==> src/rtl/adc_seq_pkg.sv <==
package adc_seq_pkg;

    localparam int unsigned RATE_W    = 2;
    localparam int unsigned NUM_RATES = 1 << RATE_W;

    typedef enum logic [1:0] {
        ST_IDLE    = 2'd0,
        ST_STARTUP = 2'd1,
        ST_CONVERT = 2'd2,
        ST_HOLD    = 2'd3
    } seq_state_e;

    function automatic int unsigned max2(input int unsigned a, input int unsigned b);
        return (a > b) ? a : b;
    endfunction

endpackage

==> src/rtl/adc_seq_rate_lut.sv <==
module adc_seq_rate_lut
    import adc_seq_pkg::*;
#(
    parameter int unsigned CNT_W       = 17,
    parameter int unsigned SS_TCLK_0   = 51213,
    parameter int unsigned SS_TCLK_1   = 11557,
    parameter int unsigned SS_TCLK_2   = 3141,
    parameter int unsigned SS_TCLK_3   = 1061,
    parameter int unsigned CONT_TCLK_0 = 51192,
    parameter int unsigned CONT_TCLK_1 = 11532,
    parameter int unsigned CONT_TCLK_2 = 3116,
    parameter int unsigned CONT_TCLK_3 = 1036
) (
    input  logic [RATE_W-1:0] rate_i,
    input  logic              cont_i,
    output logic [CNT_W-1:0]  load_o
);

    localparam int unsigned SS_TAB   [NUM_RATES] = '{SS_TCLK_0, SS_TCLK_1, SS_TCLK_2, SS_TCLK_3};
    localparam int unsigned CONT_TAB [NUM_RATES] = '{CONT_TCLK_0, CONT_TCLK_1, CONT_TCLK_2, CONT_TCLK_3};

    logic [CNT_W-1:0] ss_load   [NUM_RATES];
    logic [CNT_W-1:0] cont_load [NUM_RATES];

    // Down-counter load is ticks-minus-one; one tick is half a modulator period.
    for (genvar g = 0; g < NUM_RATES; g++) begin : g_rate
        assign ss_load[g]   = CNT_W'(2 * SS_TAB[g] - 1);
        assign cont_load[g] = CNT_W'(2 * CONT_TAB[g] - 1);
    end

    always_comb begin
        if (cont_i) begin
            load_o = cont_load[rate_i];
        end else begin
            load_o = ss_load[rate_i];
        end
    end

endmodule

==> src/rtl/adc_seq_timer.sv <==
module adc_seq_timer #(
    parameter int unsigned CNT_W = 17
) (
    input  logic             clk,
    input  logic             rst_n,
    input  logic             load_i,
    input  logic [CNT_W-1:0] load_val_i,
    output logic             zero_o,
    output logic             two_o
);

    logic [CNT_W-1:0] cnt_q;

    always_ff @(posedge clk or negedge rst_n) begin
        if (!rst_n) begin
            cnt_q <= '0;
        end else if (load_i) begin
            cnt_q <= load_val_i;
        end else if (cnt_q != '0) begin
            cnt_q <= cnt_q - 1'b1;
        end
    end

    assign zero_o = (cnt_q == '0);
    assign two_o  = (cnt_q == CNT_W'(2));

endmodule

==> src/rtl/adc_seq_fsm.sv <==
module adc_seq_fsm
    import adc_seq_pkg::*;
#(
    parameter int unsigned CNT_W      = 17,
    parameter int unsigned START_HALF = 57
) (
    input  logic              clk,
    input  logic              rst_n,
    input  logic              start_i,
    input  logic              cont_i,
    input  logic [RATE_W-1:0] rate_i,
    input  logic [CNT_W-1:0]  conv_load_i,
    input  logic              cnt_zero_i,
    input  logic              cnt_two_i,
    output logic              load_o,
    output logic [CNT_W-1:0]  load_val_o,
    output logic              cont_q_o,
    output logic [RATE_W-1:0] rate_q_o,
    output logic              drdy_n_o,
    output logic              done_o
);

    localparam logic [CNT_W-1:0] START_LOAD = CNT_W'(START_HALF - 1);

    seq_state_e st_q, st_d;
    logic       mark_hi, mark_lo;
    logic       drdy_n_q, done_q;

    // Next-state and counter-load decisions; a start wins over everything.
    always_comb begin
        st_d       = st_q;
        load_o     = 1'b0;
        load_val_o = conv_load_i;
        mark_hi    = 1'b0;
        mark_lo    = 1'b0;
        if (start_i) begin
            st_d       = ST_STARTUP;
            load_o     = 1'b1;
            load_val_o = START_LOAD;
            mark_hi    = 1'b1;
        end else begin
            unique case (st_q)
                ST_IDLE: begin
                    st_d = ST_IDLE;
                end
                ST_STARTUP: begin
                    if (cnt_zero_i) begin
                        st_d   = ST_CONVERT;
                        load_o = 1'b1;
                    end
                end
                ST_CONVERT: begin
                    if (cnt_zero_i) begin
                        mark_lo = 1'b1;
                        if (cont_q_o) begin
                            st_d   = ST_CONVERT;
                            load_o = 1'b1;
                        end else begin
                            st_d = ST_HOLD;
                        end
                    end else if (cnt_two_i) begin
                        mark_hi = 1'b1;
                    end
                end
                ST_HOLD: begin
                    st_d = ST_HOLD;
                end
                default: begin
                    st_d = ST_IDLE;
                end
            endcase
        end
    end

    // State register, with mode and rate captured only on an accepted start.
    always_ff @(posedge clk or negedge rst_n) begin
        if (!rst_n) begin
            st_q     <= ST_IDLE;
            cont_q_o <= 1'b0;
            rate_q_o <= '0;
        end else begin
            st_q <= st_d;
            if (start_i) begin
                cont_q_o <= cont_i;
                rate_q_o <= rate_i;
            end
        end
    end

    // Output register.
    always_ff @(posedge clk or negedge rst_n) begin
        if (!rst_n) begin
            drdy_n_q <= 1'b1;
            done_q   <= 1'b0;
        end else begin
            done_q <= mark_lo;
            if (mark_hi) begin
                drdy_n_q <= 1'b1;
            end else if (mark_lo) begin
                drdy_n_q <= 1'b0;
            end
        end
    end

    assign drdy_n_o = drdy_n_q;
    assign done_o   = done_q;

endmodule

==> src/rtl/adc_conv_seq.sv <==
module adc_conv_seq
    import adc_seq_pkg::*;
#(
    parameter int unsigned START_HALF  = 57,
    parameter int unsigned SS_TCLK_0   = 51213,
    parameter int unsigned SS_TCLK_1   = 11557,
    parameter int unsigned SS_TCLK_2   = 3141,
    parameter int unsigned SS_TCLK_3   = 1061,
    parameter int unsigned CONT_TCLK_0 = 51192,
    parameter int unsigned CONT_TCLK_1 = 11532,
    parameter int unsigned CONT_TCLK_2 = 3116,
    parameter int unsigned CONT_TCLK_3 = 1036
) (
    input  logic              clk,
    input  logic              rst_n,
    input  logic              start_i,
    input  logic              cont_i,
    input  logic [RATE_W-1:0] rate_i,
    output logic              drdy_n_o,
    output logic              done_o
);

    localparam int unsigned MAX_SS   = max2(max2(SS_TCLK_0, SS_TCLK_1), max2(SS_TCLK_2, SS_TCLK_3));
    localparam int unsigned MAX_CONT = max2(max2(CONT_TCLK_0, CONT_TCLK_1), max2(CONT_TCLK_2, CONT_TCLK_3));
    localparam int unsigned MAX_TICK = max2(2 * max2(MAX_SS, MAX_CONT), START_HALF);
    localparam int unsigned CNT_W    = $clog2(MAX_TICK + 1);

    logic              load;
    logic [CNT_W-1:0]  load_val;
    logic [CNT_W-1:0]  conv_load;
    logic              cnt_zero;
    logic              cnt_two;
    logic              cont_q;
    logic [RATE_W-1:0] rate_q;

    adc_seq_rate_lut #(
        .CNT_W       (CNT_W),
        .SS_TCLK_0   (SS_TCLK_0),
        .SS_TCLK_1   (SS_TCLK_1),
        .SS_TCLK_2   (SS_TCLK_2),
        .SS_TCLK_3   (SS_TCLK_3),
        .CONT_TCLK_0 (CONT_TCLK_0),
        .CONT_TCLK_1 (CONT_TCLK_1),
        .CONT_TCLK_2 (CONT_TCLK_2),
        .CONT_TCLK_3 (CONT_TCLK_3)
    ) u_lut (
        .rate_i (rate_q),
        .cont_i (cont_q),
        .load_o (conv_load)
    );

    adc_seq_timer #(
        .CNT_W (CNT_W)
    ) u_timer (
        .clk        (clk),
        .rst_n      (rst_n),
        .load_i     (load),
        .load_val_i (load_val),
        .zero_o     (cnt_zero),
        .two_o      (cnt_two)
    );

    adc_seq_fsm #(
        .CNT_W      (CNT_W),
        .START_HALF (START_HALF)
    ) u_fsm (
        .clk         (clk),
        .rst_n       (rst_n),
        .start_i     (start_i),
        .cont_i      (cont_i),
        .rate_i      (rate_i),
        .conv_load_i (conv_load),
        .cnt_zero_i  (cnt_zero),
        .cnt_two_i   (cnt_two),
        .load_o      (load),
        .load_val_o  (load_val),
        .cont_q_o    (cont_q),
        .rate_q_o    (rate_q),
        .drdy_n_o    (drdy_n_o),
        .done_o      (done_o)
    );

endmodule

==> config.mk <==
export PLATFORM = sky130hd
export DESIGN_NAME = adc_conv_seq
export DESIGN_NICKNAME = d
export VERILOG_FILES = /design/src/rtl/adc_seq_pkg.sv /design/src/rtl/adc_seq_rate_lut.sv /design/src/rtl/adc_seq_timer.sv /design/src/rtl/adc_seq_fsm.sv /design/src/rtl/adc_conv_seq.sv
export SDC_FILE = /design/constraint.sdc
export NUM_CORES = 1
export LEC_CHECK = 0
export BUFFER_PORTS_ARGS = -buffer_cell sky130_fd_sc_hd__buf_4
export CAP_MARGIN = 20
export CORE_ASPECT_RATIO = 0.8
export CORE_UTILIZATION = 25
export DETAILED_ROUTE_END_ITERATION = 10
export PLACE_DENSITY = 0.38
export SLEW_MARGIN = 25
export SYNTH_ARGS = -nofsm -noshare
export SYNTH_HDL_FRONTEND = slang
export SYNTH_SLANG_ARGS = --single-unit
==> constraint.sdc <==
create_clock -name clk -period 3.7 [get_ports clk]
set_input_delay 0.37 -clock clk [delete_from_list [all_inputs] [get_ports clk]]
set_output_delay 0.37 -clock clk [all_outputs]
set_load 0.005 [all_outputs]
==> results summary <==
The normalized max-slew margin is 65.4%. The average wire length per cell after detail routing is 15.1 µm. The cell area after technology mapping is 1570 µm². The fraction of synthesis flops using an asynchronous set or reset pin is 100%. The final number of max-transition violations came out at 0.

The maximum clock frequency is 385 MHz. The worst supply voltage drop on vdd came out at 0.130 mV. The horizontal die dimension came out at 90.7 µm. After synthesis, flip-flops and latches occupy 38.2% of the total area. The share of final-layout standard cells stronger than drive strength 1 is 11.0%. Averaged over all synthesized cells, the footprint is 9.26 µm².

By area, the combinational part of the netlist is dominated by simple AND/OR/NAND/NOR gates. The number of synthesized flops with an enable pin came out at 0. The critical path starts at u_timer.cnt_q[0]$_DFFE_PN0P_. The most used flip-flop cell after synthesis is sky130_fd_sc_hd__dfrtp_1. The number of buffers added for setup after CTS is 0.

At the pin with the least slew margin, the transition time is 0.514 ns. The endpoint of the most critical register-to-register path is u_timer.cnt_q[7]$_DFFE_PN0P_. The tree is rooted in a sky130_fd_sc_hd__clkbuf_8.

The count of cells resized by post-cts repair came out at 0. The clock net in this run drives a total of 24 sinks. The per-cell via count in the routed design is 5.03. The slack of the worst reg-to-reg path is 1.10 ns. The initial antenna violation count came out at 0.

Input and output buffers added on the ports amount to 7. The wire length of the first global-routing pass came out at 6370 µm. The post-layout total power came out at 0.720 mW. The data required time at the worst endpoint came out at 3.86 ns. Setup repair after global routing left no endpoint under its margin. The path class of the tightest hold or removal check is in -> reg. The run finished with clean final reports. The clock latency of the later-clocked register in the worst-skew pair is 0.27 ns. Multiplexer cells account for 1.35% of the synthesized area. For the worst flop-to-flop path, the logic depth is 6. The total negative slack came out at 0 ns. The number of endpoints failing setup at the final stage came out at 0. The minimum period implied by the final worst setup slack came out at 2.60 ns. The antenna diode count is 0. The violation count after the first detailed-routing iteration is 60. TritonCTS built the clock tree. The register bit total from synthesis is 24. Entering global routing, the biggest net connects 25 pins. The number of nets in the layout is 191. The worst hold path cell count came out at 3. The xor-xnor portion of the synthesized cell area came out at 5.01%. The area of the die is 6620 µm². The critical path is of the reg -> reg type. The synthesized-area fraction occupied by and/or/nand/nor cells came out at 22.1%. The floorplan die height came out at 73.0 µm. The critical path data arrival time came out at 2.76 ns. The multi-input gate area in the final layout came out at 882 µm². The total CTS buffers came out at 3.

The layout has 667 filler cells. The remaining antenna violation count after routing came out at 0. The endpoint type of the worst setup path is a register.

Detailed routing inserted a total of 1273 vias. The weighted congestion reported at the end of routability-driven placement came out at 0.778. The total area of sequential cells came out at 602 µm². The routed wire length is 3820 µm. The largest driver fanout on the critical path is 17. The fraction of the mapped netlist area in adder cells is 9.54%. The number of global-route vias before repair is 1245. The most critical setup path has its endpoint at u_timer.cnt_q[7]$_DFFE_PN0P_. The estimated wirelength of the detail-placed design came out at 2810 µm.

The layout-stage area growth over the synthesis result is 11.0%. After layout, the worst path uses 70.3% of the clock period. The worst register-to-register path begins at u_timer.cnt_q[0]$_DFFE_PN0P_. The tool flagged a number of max-cap violations equal to 0. For this design the static power due to leakage is 0.729 nW.

After detailed routing, the number of remaining DRC violations is 0. The number of rows created at floorplan is 25. The distinct cell type count after synthesis came out at 43.

The complex-gate fraction of the synthesized area is 18.0%. Before antenna repair, the detailed router went through 4 iterations. The final global-route overflow total is 0. The power density over cell area came out at 412 nW/µm². The overall track demand over capacity in global routing is 12.7%. The register clock-pin slew on the reported worst setup and hold paths is 0.09 ns. The clock passes through at most 2 buffers. The post-synthesis net count came out at 188. STA classifies the critical path startpoint as a register. The count of hold buffers inserted by post-cts repair came out at 1.

Clock skew on the completed layout was measured at 0.00444 ns. After floorplanning, the core was sized to cover 6010 µm². The hold violation count in the final report is 0. The number of H-tree levels is 1.

The initial standard-cell utilization of the core is 26.2%. The number of warnings printed during yosys synthesis came out at 0. After technology mapping, the gate count stands at 170.

During I/O placement, the number of pins put on the boundary was 8.
critical path, cell delays in order (launching register included):
cell                      delay [ns]
sky130_fd_sc_hd__dfrtp_1        0.44
sky130_fd_sc_hd__inv_1          0.12
sky130_fd_sc_hd__ha_1           0.17
sky130_fd_sc_hd__or4b_2         0.64
sky130_fd_sc_hd__or4_4          0.57
sky130_fd_sc_hd__mux2_1         0.35
sky130_fd_sc_hd__o211a_1        0.20
registers in the layout, summed over array words and instances, names as in the netlist:
signal and flops:
u_fsm.cont_q_o 1, u_fsm.done_o 1, u_fsm.drdy_n_o 1, u_fsm.rate_q_o 2
u_fsm.st_q 2, u_timer.cnt_q 17
cells in the mapped netlist (2+ instances only):
cell	number	share of area, %
sky130_fd_sc_hd__inv_1	10	2.4
sky130_fd_sc_hd__or4b_2	2	1.3
sky130_fd_sc_hd__a21o_1	3	1.4
sky130_fd_sc_hd__nand4_1	3	1.2
sky130_fd_sc_hd__or3_1	3	1.2
sky130_fd_sc_hd__a211oi_1	4	1.9
sky130_fd_sc_hd__clkbuf_1	6	1.4
sky130_fd_sc_hd__xnor2_1	5	2.8
sky130_fd_sc_hd__a31oi_1	2	0.79
sky130_fd_sc_hd__nand3b_1	2	0.95
sky130_fd_sc_hd__o2111ai_1	2	1.1
sky130_fd_sc_hd__ha_1	12	9.5
sky130_fd_sc_hd__nor2_1	6	1.4
sky130_fd_sc_hd__nand3_1	7	2.2
sky130_fd_sc_hd__nor4_1	9	3.6
sky130_fd_sc_hd__o31a_1	2	1.1
sky130_fd_sc_hd__o31ai_1	4	1.9
sky130_fd_sc_hd__o311ai_0	2	1.1
sky130_fd_sc_hd__buf_2	3	0.95
sky130_fd_sc_hd__and2_1	2	0.79
sky130_fd_sc_hd__dfrtp_1	23	37
sky130_fd_sc_hd__o21ai_0	8	2.5
sky130_fd_sc_hd__xor2_1	4	2.2
sky130_fd_sc_hd__or4_1	5	2.4
sky130_fd_sc_hd__nand2_1	9	2.1
sky130_fd_sc_hd__nor3_1	4	1.3
sky130_fd_sc_hd__a21oi_1	12	3.8
worst min-delay path by stage:
stage | startpoint | slack (ns) | to
global placement | rst_n | 0.30 | u_fsm.done_o$_DFF_PN0_
global route | rate_i[1] | 0.30 | u_fsm.rate_q_o[1]$_DFFE_PN0P_
finish | rate_i[0] | 0.30 | u_fsm.rate_q_o[0]$_DFFE_PN0P_
CTS | rate_i[0] | 0.30 | u_fsm.rate_q_o[0]$_DFFE_PN0P_
detailed placement | rst_n | 0.30 | u_fsm.done_o$_DFF_PN0_
floorplan | rst_n | 0.07 | u_fsm.cont_q_o$_DFFE_PN0P_
routing by layer:
metal  share of wire (%)  up-vias  global-route usage [%]
met2                  43       21                    21.1
met3                 3.0        4                    2.60
met1                  52      613                    17.2
li1                    -      635                       -
met5                   0        -                       0
met4                0.94        0                    2.51
cell usage in the layout (no fill, tap or decap), drive strengths merged, types with 2 or more instances in the layout:
cell type  count
a21o           3
a21oi         12
xor2           4
nor4          10
xnor2          5
and2           3
buf            8
nand3          7
a211oi         4
ha            12
or4            6
o31a           2
o2111ai        2
nand2          9
nand3b         2
o31ai          4
clkbuf         4
nor3           4
a31oi          2
o311ai         2
o21ai          8
or3            3
nand4          3
inv           10
dfrtp         23
nor2           6
or4b           2
kinds of logic (layout without fill, tap and decap cells):
| group | count (synthesis) | in the layout |
|---|---|---|
| AO/OA/AOI/OAI | 43 | 43 |
| XOR/XNOR | 9 | 9 |
| adder cells (fa/ha/maj) | 12 | 12 |
| buffers and inverters | 21 | 23 |
| flip-flops | 24 | 24 |
| multiplexers | 2 | 2 |
| AND/OR/NAND/NOR | 59 | 59 |
area by class of cell:
cell class / count / area share (%)
multi-input cells: 125 / 50.5
flip-flops and latches: 24 / 34.4
clock buffers: 4 / 3.15
well taps: 81 / 5.80
inverters: 10 / 2.15
repair buffers: 9 / 4.01
per-stage QoR:
step                setup slack, ns  instances  util [%]  hold slack, ns  instance area [µm²]
floorplan                      1.26        170         -          0.0744                 1570
global placement               1.16        248      28.0           0.297                 1680
detailed placement             1.13        248      28.0           0.303                 1680
CTS                            1.12        253      29.1           0.296                 1750
global route                   1.03        253      29.1           0.305                 1750
finish                         1.10        253      29.1           0.302                 1750
power by group:
| group | total [mW] | leakage [nW] | switching, mW | internal [mW] |
|---|---|---|---|---|
| Sequential | 0.310 | 0.304 | 0.0278 | 0.282 |
| Clock | 0.185 | 0.0288 | 0.0895 | 0.0951 |
| Combinational | 0.226 | 0.396 | 0.140 | 0.0854 |
Note: power is estimated with default switching activity, not from simulation.
